File: src/rtl/cap_pkg.sv
package cap_pkg;

  localparam int MODE_W = 4;

  typedef enum logic [MODE_W-1:0] {
    CM_OFF   = 4'h0,
    CM_FALL  = 4'h4,
    CM_RISE  = 4'h5,
    CM_DIV4  = 4'h6,
    CM_DIV16 = 4'h7
  } cap_mode_e;

  // True for the four codes that take captures
  function automatic logic mode_active(input logic [MODE_W-1:0] m);
    return (m == CM_FALL) || (m == CM_RISE) || (m == CM_DIV4) || (m == CM_DIV16);
  endfunction

endpackage

File: src/rtl/cap_pin_sync.sv
module cap_pin_sync #(
  parameter int STAGES = 2
) (
  input  logic clk,
  input  logic rst,
  input  logic pin_i,
  output logic rise_o,
  output logic fall_o
);

  logic [STAGES-1:0] chain_q;
  logic              last_q;
  logic              synced;

  generate
    if (STAGES == 1) begin : g_single
      always_ff @(posedge clk) begin
        if (rst) chain_q <= '0;
        else     chain_q <= pin_i;
      end
    end else begin : g_chain
      always_ff @(posedge clk) begin
        if (rst) chain_q <= '0;
        else     chain_q <= {chain_q[STAGES-2:0], pin_i};
      end
    end
  endgenerate

  assign synced = chain_q[STAGES-1];

  always_ff @(posedge clk) begin
    if (rst) last_q <= 1'b0;
    else     last_q <= synced;
  end

  // One pulse per settled transition
  assign rise_o = synced & ~last_q;
  assign fall_o = ~synced & last_q;

endmodule

File: src/rtl/cap_event_qual.sv
module cap_event_qual
  import cap_pkg::*;
#(
  parameter int PSC_W = 4
) (
  input  logic              clk,
  input  logic              rst,
  input  logic [MODE_W-1:0] mode_i,
  input  logic              rise_i,
  input  logic              fall_i,
  output logic              evt_o,
  output logic [PSC_W-1:0]  psc_o
);

  // Short ratio uses the low half of the counter, long ratio all of it
  localparam int SHORT_W = PSC_W / 2;

  logic [PSC_W-1:0] cnt_q;
  logic             counting;

  assign counting = (mode_i == CM_DIV4) || (mode_i == CM_DIV16);

  always_ff @(posedge clk) begin
    if (rst || !mode_active(mode_i)) cnt_q <= '0;
    else if (counting && rise_i)     cnt_q <= cnt_q + 1'b1;
  end

  always_comb begin
    case (mode_i)
      CM_FALL:  evt_o = fall_i;
      CM_RISE:  evt_o = rise_i;
      CM_DIV4:  evt_o = rise_i && (&cnt_q[SHORT_W-1:0]);
      CM_DIV16: evt_o = rise_i && (&cnt_q);
      default:  evt_o = 1'b0;
    endcase
  end

  assign psc_o = cnt_q;

endmodule

File: src/rtl/cap_free_timer.sv
module cap_free_timer #(
  parameter int W = 16
) (
  input  logic         clk,
  input  logic         rst,
  input  logic         en_i,
  output logic [W-1:0] val_o
);

  always_ff @(posedge clk) begin
    if (rst)       val_o <= '0;
    else if (en_i) val_o <= val_o + 1'b1;
  end

endmodule

File: src/rtl/tmr_capture_unit.sv
module tmr_capture_unit
  import cap_pkg::*;
#(
  parameter int TMR_W       = 16,
  parameter int SYNC_STAGES = 2,
  parameter int PSC_W       = 4
) (
  input  logic              clk,
  input  logic              rst,
  input  logic              tmr_en,
  input  logic              cap_pin,
  input  logic [MODE_W-1:0] cap_mode,
  input  logic              irq_en,
  input  logic              flag_clr,
  output logic [TMR_W-1:0]  tmr_val,
  output logic [TMR_W-1:0]  cap_val,
  output logic              cap_flag,
  output logic              irq
);

  logic             pin_rise;
  logic             pin_fall;
  logic             cap_evt;
  logic [PSC_W-1:0] psc_cnt;
  logic             flag_nxt;

  cap_free_timer #(.W(TMR_W)) u_timer (
    .clk   (clk),
    .rst   (rst),
    .en_i  (tmr_en),
    .val_o (tmr_val)
  );

  cap_pin_sync #(.STAGES(SYNC_STAGES)) u_sync (
    .clk    (clk),
    .rst    (rst),
    .pin_i  (cap_pin),
    .rise_o (pin_rise),
    .fall_o (pin_fall)
  );

  cap_event_qual #(.PSC_W(PSC_W)) u_qual (
    .clk    (clk),
    .rst    (rst),
    .mode_i (cap_mode),
    .rise_i (pin_rise),
    .fall_i (pin_fall),
    .evt_o  (cap_evt),
    .psc_o  (psc_cnt)
  );

  // Capture beats a same-cycle clear
  always_comb begin
    if (cap_evt)       flag_nxt = 1'b1;
    else if (flag_clr) flag_nxt = 1'b0;
    else               flag_nxt = cap_flag;
  end

  always_ff @(posedge clk) begin
    if (rst) begin
      cap_val  <= '0;
      cap_flag <= 1'b0;
      irq      <= 1'b0;
    end else begin
      if (cap_evt) cap_val <= tmr_val;
      cap_flag <= flag_nxt;
      irq      <= flag_nxt & irq_en;
    end
  end

endmodule

File: config.mk
export PLATFORM = sky130hd
export DESIGN_NAME = tmr_capture_unit
export DESIGN_NICKNAME = d
export VERILOG_FILES = /design/src/rtl/cap_pkg.sv /design/src/rtl/cap_pin_sync.sv /design/src/rtl/cap_event_qual.sv /design/src/rtl/cap_free_timer.sv /design/src/rtl/tmr_capture_unit.sv
export SDC_FILE = /design/constraint.sdc
export NUM_CORES = 1
export LEC_CHECK = 0
export BUFFER_PORTS_ARGS = -buffer_cell sky130_fd_sc_hd__buf_2
export CORE_UTILIZATION = 45
export DETAILED_ROUTE_END_ITERATION = 12
export GPL_TIMING_DRIVEN = 0
export PLACE_DENSITY = 0.72
export REMOVE_ABC_BUFFERS = 1
export SLEW_MARGIN = 15
export SYNTH_ARGS = -nofsm -noshare
export SYNTH_HDL_FRONTEND = slang
export SYNTH_SLANG_ARGS = --single-unit
File: constraint.sdc
create_clock -name clk -period 1.55 [get_ports clk]
set_input_delay 0.3875 -clock clk [delete_from_list [all_inputs] [get_ports clk]]
set_output_delay 0.3875 -clock clk [all_outputs]
set_load 0.1 [all_outputs]
==> impl_metrics.toml, run 1 <==
[critical_path]
critPathRequiredTime_ns = 1.78
path_delay_family = "compound AO/OA/AOI/OAI gates"
path_cells = "or3b_4 > a21oi_4 > o31a_4 > mux2i_1"
worstSetupPathType = "flip-flop to flip-flop"
endpoint_kind = "flip-flop"
max_stage_delay_ns = 0.39
cp.buffers_inverters = 0
cp-start-kind = "flip-flop"
cp_slowest_cell = "or3b_4"
crit_arrival_ns = 1.73
path_max_fanout = 7

[global_routing]
grt.overflow.total = 0
grt_max_degree = 55
antenna_found_initial = 0
grt_pass1_vias = 1235
grt.total_usage = 0.168
grt_pass1_wl_mm = 5.41

[final_layout]
diodes = 0
fin_util = 0.617
nNetsFinal = 248
area_growth_syn_to_layout_pct = 28.7
nFillCells = 339
layout-drive-gt1-share = 0.304

[hold_path]
hold_class = "primary input to flip-flop"

[route]
first_iter_violations = 51
wire_per_inst_um = 12.0
totalWireLength_mm = 3.43
drc = 0
vias = 1421
postRouteAntennaNets = 0
firstDrtPassIters = 6
routed_via_density = 4.99

[yosys]
syn_inst = 190
ys_ff_latch = 41
synth.area.top_cells = "dfxtp_1 (46%), nand2b_1 (12%), mux2i_1 (10%)"
netlist-cell-type-count = 30
ys_seq_area_frac = 0.461
yosys.area.top_type = "dfxtp_1"
yosysWarnings = 0
synth_top_area_share = 0.461
syn_area_per_cell_um2 = 9.37
netlist_area_um2 = 1780

[clocking]
cts_buffer_depth = 2
cts_hold_buf = 0
cts_max_level = 2
path_clk_slew_ns = 0.08
cts_tree = "yes"
clk_latency_ns = 0.29
numCtsBuffers = 5
cts-root-buf = "clkbuf_8"
cts_sinks = 41

[sta]
worstMarginPinSlew_ns = 0.741
timing.final.crit_share = 0.968
maxSlewViolCount = 0
worst_hold_slack_ns = 0.308
relSlewSlack = 0.506
finalSetupViolCount = 0
finalCriticalPeriod_ns = 1.50
finalHoldViolCount = 0
fmax_mhz = 666
rsz0062_at_grt = "true"
skew_ns = 0.00415

[floorplan]
core-area_um2 = 3720
ios = 44
fp.dieH_um = 64.9
start_util = 0.479
row_count = 22
fp.dieW_um = 64.9
die_area_um2 = 4210

[place]
gp_congestion = 0.723
dp_hpwl_mm = 2.03
port-buffer-count = 43

[pwr]
p_leak_nw = 0.893
power_density_nw_per_um2 = 857
vdd_drop_max_mv = 0.504

[outcome]
outcome = "finished, final reports clean"

[run]
maxCapViolCount = 0
-- timing repair --
action | in CTS | in global routing
endpoints found under the setup margin | 31 | 30
endpoints found under the hold margin | 0 | 0
cloned | 0 | 1
pin swaps | 0 | 6
resized for setup | 15 | 24
buffers inserted | 0 | 4
-- layer usage --
layer	vias to the layer above	GRT usage	part of all wire	wire, um
met5	-	0	0	0
met4	0	0.0583	0.014	48
met3	5	0.0581	0.057	197
met2	35	0.280	0.44	1530
met1	650	0.197	0.48	1660
li1	731	-	-	-
-- worst register-to-register path, delay by kind of cell, from the launching register on --
family | cells | cell delay [ns]
simple gates | 1 | 0.39
compound gates | 2 | 0.48
mux | 1 | 0.20
flops | 1 | 0.37
-- sequential cells by signal, summed over array words and instances (netlist names) --
register,flops
cap_val,16
cap_flag,1
u_qual.psc_o,4
u_sync.last_q,1
irq,1
u_timer.val_o,16
u_sync.chain_q,2
-- final timing paths --
kind,from,endpoint,slack (ns),cells past startpoint
setup / recovery,u_sync.last_q,cap_val[8],0.05,4
hold / removal,cap_pin,u_sync.chain_q[0],0.31,2
setup reg to reg,u_sync.last_q,cap_val[8],0.05,4
hold reg to reg,u_sync.chain_q[0],u_sync.chain_q[1],0.44,1
-- area by class of cell --
type | count | area, um^2 | share of cell area
Sequential cell | 41 | 831 | 0.362
Tap cell | 48 | 60.1 | 0.0262
Inverter | 2 | 7.51 | 0.00328
Clock buffer | 7 | 96.3 | 0.0420
Clock inverter | 1 | 5.00 | 0.00218
Multi-Input combinational cell | 139 | 998 | 0.436
Timing Repair Buffer | 47 | 294 | 0.128
-- stage by stage --
stage          instances  setup WS [ns]  area (um^2)  TNS [ns]  power (mW)
2_1_floorplan        181         -0.560         1730     -9.26        1.18
3_3_place_gp         272         -0.610         2010     -7.92        1.22
3_5_place_dp         272         -0.606         2010     -7.86        1.22
4_1_cts              280        -0.0559         2150    -0.224        1.99
5_1_grt              285        -0.0120         2290   -0.0295        2.05
6_report             285         0.0491         2290         0        1.96
-- synth_stat cells --
library cell	count
o31ai_2	1
or3b_1	1
buf_4	1
ha_1	2
buf_8	1
inv_1	2
and3_1	1
nand4_1	4
nand3b_1	1
a21oi_2	1
dfxtp_1	41
xnor2_1	5
mux2i_1	18
nand2b_1	35
nor4_1	4
o21ai_1	2
nor3_1	4
a21oi_1	5
nand4_2	1
o21ai_0	5
nand4b_1	1
nor2b_1	4
xor2_1	6
nand2_1	10
clkbuf_1	7
nor4bb_1	1
nand3_1	4
or3_1	3
o31a_1	1
nor2_1	18
-- cells by family after synthesis --
| logic type | share of synthesized area |
|---|---|
| AO/OA/AOI/OAI | 0.0506 |
| multiplexers | 0.101 |
| flip-flops | 0.461 |
| XOR/XNOR | 0.0541 |
| AND/OR/NAND/NOR | 0.287 |
| adder cells (fa/ha/maj) | 0.0141 |
| buffers and inverters | 0.0316 |
-- cell usage in the layout, fill, tap and decap left out, drive strengths merged --
cell / Yosys / layout
nand2b: 35 / 35
and3: 1 / 1
or3: 3 / 3
xor2: 6 / 6
clkinv: 0 / 1
o31ai: 1 / 1
inv: 2 / 2
ha: 2 / 2
nor2b: 4 / 4
nand2: 10 / 10
clkbuf: 7 / 9
nor3: 4 / 4
o31a: 1 / 2
dfxtp: 41 / 41
nand3: 4 / 4
a21oi: 6 / 6
or3b: 1 / 1
xnor2: 5 / 5
nor4bb: 1 / 1
mux2i: 18 / 18
nand4: 5 / 5
nor4: 4 / 4
o21ai: 7 / 7
nand4b: 1 / 1
nor2: 18 / 18
nand3b: 1 / 1
buf: 2 / 45
-- power breakdown --
group / internal, mW / switching, mW / leakage (nW)
registers: 1.06 / 0.0104 / 0.334
logic: 0.0478 / 0.0858 / 0.505
clock network: 0.402 / 0.358 / 0.0542
Note: power is estimated with default switching activity, not from simulation.
==> inputs of run 2 (changes only) <==
--- a/config.mk
+++ b/config.mk
@@ -9,7 +9,7 @@
 export CORE_UTILIZATION = 45
 export DETAILED_ROUTE_END_ITERATION = 12
 export GPL_TIMING_DRIVEN = 0
-export PLACE_DENSITY = 0.72
+export PLACE_DENSITY = 0.69
 export REMOVE_ABC_BUFFERS = 1
 export SLEW_MARGIN = 15
 export SYNTH_ARGS = -nofsm -noshare
==> constraint.sdc (replaced) <==
create_clock -name clk -period 1.9 [get_ports clk]
set_input_delay 0.475 -clock clk [delete_from_list [all_inputs] [get_ports clk]]
set_output_delay 0.475 -clock clk [all_outputs]
set_load 0.1 [all_outputs]
==> impl_metrics.toml, run 2 (synthesis gave the netlist of run 1 again) <==
[critical_path]
endpoint_kind = "output port"
cp.buffers_inverters = 1
path_cells = "buf_2"
max_stage_delay_ns = 0.49
cp_slowest_cell = "buf_2"
crit_arrival_ns = 1.26
cp-start-kind = "flip-flop"
path_max_fanout = 7
path_delay_family = "buffers and inverters"
critPathRequiredTime_ns = 1.42
worstSetupPathType = "flip-flop to output port"

[pwr]
p_leak_nw = 0.842
p_total_mw = 1.53
vdd_drop_max_mv = 0.405
power_density_nw_per_um2 = 731

[sta]
maxSlewViolCount = 0
fmax_mhz = 575
finalCriticalPeriod_ns = 1.74
skew_ns = 0.00928
worstMarginPinSlew_ns = 0.733
tns_ns = 0
finalSetupViolCount = 0
fin_ws_ns = 0.161
timing.final.crit_share = 0.915
finalHoldViolCount = 0
rsz0062_at_grt = "false"
relSlewSlack = 0.511

[floorplan]
row_count = 22
fp.dieH_um = 64.9
core-area_um2 = 3720
fp.dieW_um = 64.9
die_area_um2 = 4210
start_util = 0.479
ios = 44

[final_layout]
final_common_cell = "buf_2"
layout-drive-gt1-share = 0.237
nFillCells = 378
nNetsFinal = 243
diodes = 0
final_cells = 280
fin_util = 0.564
area_growth_syn_to_layout_pct = 17.6
layout_common_cells = "buf_2 (43), dfxtp_1 (41), nand2b_1 (35)"

[hold_path]
hold_class = "primary input to flip-flop"

[place]
gp_congestion = 0.732
dp_hpwl_mm = 2.16
place_ws_ns = -0.351
port-buffer-count = 43
dp.cells = 272

[clocking]
cts_setup_buffers = 0
cts_sinks = 41
cts_buffer_depth = 2
cts_max_level = 2
path_clk_slew_ns = 0.08
clk_latency_ns = 0.30
numCtsBuffers = 5
cts-root-buf = "clkbuf_8"
cts_tree = "yes"

[global_routing]
grt_max_degree = 55
grt.overflow.total = 0
grt.total_usage = 0.178
grt_pass1_vias = 1362
antenna_found_initial = 0
grt_pass1_wl_mm = 5.82

[route]
vias = 1397
first_iter_violations = 70
totalWireLength_mm = 3.27
postRouteAntennaNets = 0
routed_via_density = 4.99
firstDrtPassIters = 4
wire_per_inst_um = 11.7
drc = 0

[outcome]
outcome = "finished, final reports clean"

[run]
maxCapViolCount = 0
[run 2: changes by cell type in the layout (fill, tap and decap cells not counted), moves of 3 or more]
cell,previous run,this run
buf_2,28,43
buf_4,14,0
buf_6,3,0
dfxtp_1,35,41
dfxtp_2,5,0
nor4_1,1,4
nor4_2,3,0
[run 2: report_power, final]
group          internal, mW  total, mW  leakage, nW  switching (mW)
combinational        0.0338      0.101        0.467          0.0670
sequential            0.866      0.874        0.331         0.00836
clock                 0.253      0.556       0.0439           0.302
total                  1.15       1.53        0.842           0.378
[run 2: layout make-up]
| cell class | count | area (um^2) | area share |
|---|---|---|---|
| Inverter | 2 | 7.51 | 0.00358 |
| Multi-Input combinational cell | 138 | 905 | 0.432 |
| Tap cell | 48 | 60.1 | 0.0287 |
| Clock inverter | 3 | 17.5 | 0.00836 |
| Sequential cell | 41 | 821 | 0.392 |
| Timing Repair Buffer | 43 | 215 | 0.103 |
| Clock buffer | 5 | 68.8 | 0.0329 |
[run 2: final timing paths]
kind                          start  slack [ns]                 to  depth (start not counted)
setup reg to reg    u_qual.psc_o[0]        0.19         cap_val[1]                          5
hold reg to reg   u_sync.chain_q[0]        0.44  u_sync.chain_q[1]                          1
hold / removal              cap_pin        0.39  u_sync.chain_q[0]                          2
setup / recovery   u_timer.val_o[3]        0.16         tmr_val[3]                          1
[run 2: metrics by stage]
step                hold WS, ns  cell area (um^2)
detailed placement        0.427              2010
global placement          0.419              2010
floorplan                 0.414              1730
finish                    0.387              2090
global route              0.391              2090
CTS                       0.385              2090
[run 2: repair_timing]
item / CTS / global route
gates resized for setup: 1 / 0
hold buffers: 0 / 0
endpoints found under the setup margin: 13 / 0
[run 2: metal layers]
layer / vias to the layer above / GRT usage / share of wire
met5: - / 0 / 0
met4: 0 / 0.0583 / 0.018
met3: 7 / 0.0599 / 0.059
met2: 41 / 0.292 / 0.45
met1: 633 / 0.216 / 0.47
li1: 716 / - / -
==> inputs of run 3 (changes only) <==
--- a/config.mk
+++ b/config.mk
@@ -9,9 +9,10 @@
 export CORE_UTILIZATION = 45
 export DETAILED_ROUTE_END_ITERATION = 12
 export GPL_TIMING_DRIVEN = 0
-export PLACE_DENSITY = 0.69
+export PLACE_DENSITY = 0.7
 export REMOVE_ABC_BUFFERS = 1
 export SLEW_MARGIN = 15
 export SYNTH_ARGS = -nofsm -noshare
 export SYNTH_HDL_FRONTEND = slang
+export SYNTH_HIERARCHICAL = 1
 export SYNTH_SLANG_ARGS = --single-unit
==> constraint.sdc (replaced) <==
create_clock -name clk -period 1.9 [get_ports clk]
set_input_delay 0.19 -clock clk [delete_from_list [all_inputs] [get_ports clk]]
set_output_delay 0.19 -clock clk [all_outputs]
set_load 0.1 [all_outputs]
==> impl_metrics.toml, run 3 <==
[yosys]
ys_ff_latch = 41
synthArstFlopShare = 0
synth.area.top_cells = "dfxtp_1 (48%), mux2i_1 (11%), nor2_1 (7.5%)"
synthMuxAreaShare = 0.119
synth_top_family_by_area = "simple AND/OR/NAND/NOR gates"
ys_seq_area_frac = 0.482
synth_top_area_share = 0.482
netlist-cell-type-count = 34
synth_xor_area_frac = 0.0617
synth.most_common_cell = "dfxtp_1"
syn_area_per_cell_um2 = 9.79
syn_inst = 174
synthAdderAreaFrac = 0.0147
synth_compound_area_frac = 0.0397
yosysWarnings = 6
netlist_area_um2 = 1700
yosys.area.top_type = "dfxtp_1"
synth-simple-area-share = 0.245
yosys-top-cells-count = "dfxtp_1 (41), nor2_1 (34), mux2i_1 (18)"
synthFlopType = "dfxtp_1"
synth_enable_flop_cells = 0

[pwr]
vdd_drop_max_mv = 0.546
p_leak_nw = 0.856
power_density_nw_per_um2 = 807

[critical_path]
max_stage_delay_ns = 0.44
reg2reg_depth = 4
path_delay_family = "simple AND/OR/NAND/NOR gates"
cp.buffers_inverters = 0
cp_slowest_cell = "dfxtp_1"
crit_arrival_ns = 1.96
worstSetupPathType = "flip-flop to flip-flop"
critPathRequiredTime_ns = 2.08
endpoint_kind = "flip-flop"
r2r_end = "u_timer/val_o[14]"
r2r_setup_slack_ns = 0.13
cp-start-kind = "flip-flop"
timing.rr.start = "u_timer/val_o[7]"
path_cells = "nand4_2 > or2_2 > nor4_1 > mux2_2"
path_max_fanout = 5
startpoint = "u_timer/val_o[7]"

[sta]
rsz0062_at_grt = "false"
tns_ns = 0
skew_ns = 0.00353
finalSetupViolCount = 0
maxSlewViolCount = 0
fmax_mhz = 564
finalHoldViolCount = 0
worst_hold_slack_ns = 0.120
worstMarginPinSlew_ns = 0.691
relSlewSlack = 0.539
finalCriticalPeriod_ns = 1.77
timing.final.crit_share = 0.934

[floorplan]
ios = 44
die_area_um2 = 4030
start_util = 0.491
fp.dieH_um = 63.5
core-area_um2 = 3470
fp.dieW_um = 63.5
row_count = 21

[global_routing]
grt.overflow.total = 0
grt_pass1_vias = 1133
grt_max_degree = 42
grt_pass1_wl_mm = 5.10
grt.total_usage = 0.162
antenna_found_initial = 0

[final_layout]
nNetsFinal = 230
layout-drive-gt1-share = 0.301
layout_common_cells = "buf_2 (43), dfxtp_1 (39), nor2_1 (34)"
final_cells = 265
fin_util = 0.596
diodes = 0
final_common_cell = "buf_2"
area_growth_syn_to_layout_pct = 21.4

[clocking]
path_clk_slew_ns = 0.08
cts_hold_buf = 0
numCtsBuffers = 5
clk_latency_ns = 0.29
cts_tree = "yes"
cts-root-buf = "clkbuf_8"
cts_max_level = 2
cts_buffer_depth = 2
cts_sinks = 41

[place]
port-buffer-count = 43
gp_congestion = 0.687
dp.cells = 256
dp_hpwl_mm = 2.14

[route]
first_iter_violations = 54
routed_via_density = 4.88
firstDrtPassIters = 4
drc = 0
totalWireLength_mm = 3.13
postRouteAntennaNets = 0
vias = 1292
wire_per_inst_um = 11.8

[hold_path]
hold_path.startpoint = "cap_pin"
holdPathEnd = "u_sync/chain_q[0]"
hold_path_depth = 2
hold_class = "primary input to flip-flop"

[outcome]
outcome = "finished, final reports clean"

[run]
maxCapViolCount = 0
## run 3: cell count changes after synthesis, sizes merged, moves of 3 or more
cell	delta
clkbuf	-4
nor2	+16
nand3	+3
o21ai	-4
nand2b	-32
## run 3: where the power goes
group / switching [mW] / internal (mW) / total, mW / leakage, nW
combinational: 0.0668 / 0.0247 / 0.0915 / 0.470
sequential: 0.0102 / 0.866 / 0.876 / 0.332
clock: 0.308 / 0.393 / 0.701 / 0.0543
## run 3: repair_timing
item,in CTS,in global routing
pin swaps,0,1
resized for setup,2,3
setup buffers,0,1
endpoints found under the setup margin,18,19
## run 3: final cells by class
class                   instances  area [um^2]
clock buffers                   5         68.8
flip-flops and latches         41          823
inverters                       3         11.3
repair buffers                 44          235
fillers                       322         1400
well taps                      46         57.6
multi-input cells             123          825
clock inverters                 3         46.3
## run 3: metrics by stage
stage | instance area [um^2] | setup WS [ns] | power (mW)
2_1_floorplan | 1650 | -0.558 | 0.952
3_3_place_gp | 1920 | -0.376 | 0.986
3_5_place_dp | 1920 | -0.379 | 0.987
4_1_cts | 2040 | 0.0246 | 1.69
5_1_grt | 2070 | 0.0363 | 1.74
6_report | 2070 | 0.126 | 1.67
## run 3: cell families (layout without fill, tap and decap cells)
kind of cell,after synthesis,count (layout)
and+or+nand+nor,77,77
DFF,41,41
muxes,20,20
AOI/OAI and AO/OA,12,12
xor gates and xnor gates,12,12
buffers and inverters,10,55
adders and majority gates,2,2
## run 3: worst max-delay path by stage
stage	cells after the start	slack (ns)	end
final	4	0.13	u_timer/val_o[14]
after global placement	6	-0.38	cap_val[4]
after CTS	6	0.02	cap_val[6]
after floorplan	4	-0.56	u_timer/val_o[14]
after global routing	4	0.04	u_timer/val_o[14]
after detailed placement	6	-0.38	cap_val[6]
## run 3: per-layer routing
layer | up-vias | share of wire | global-route usage
li1 | 674 | - | -
met1 | 583 | 0.51 | 0.203
met2 | 33 | 0.43 | 0.246
met3 | 2 | 0.051 | 0.0652
met4 | 0 | 0.0058 | 0.0597
met5 | - | 0 | 0
## run 3: worst reg2reg max path, cell delays in order, from the launching register on
cell and delay (ns):
dfxtp_1 0.44, nand4_2 0.22, or2_2 0.38, nor4_1 0.27, mux2_2 0.37
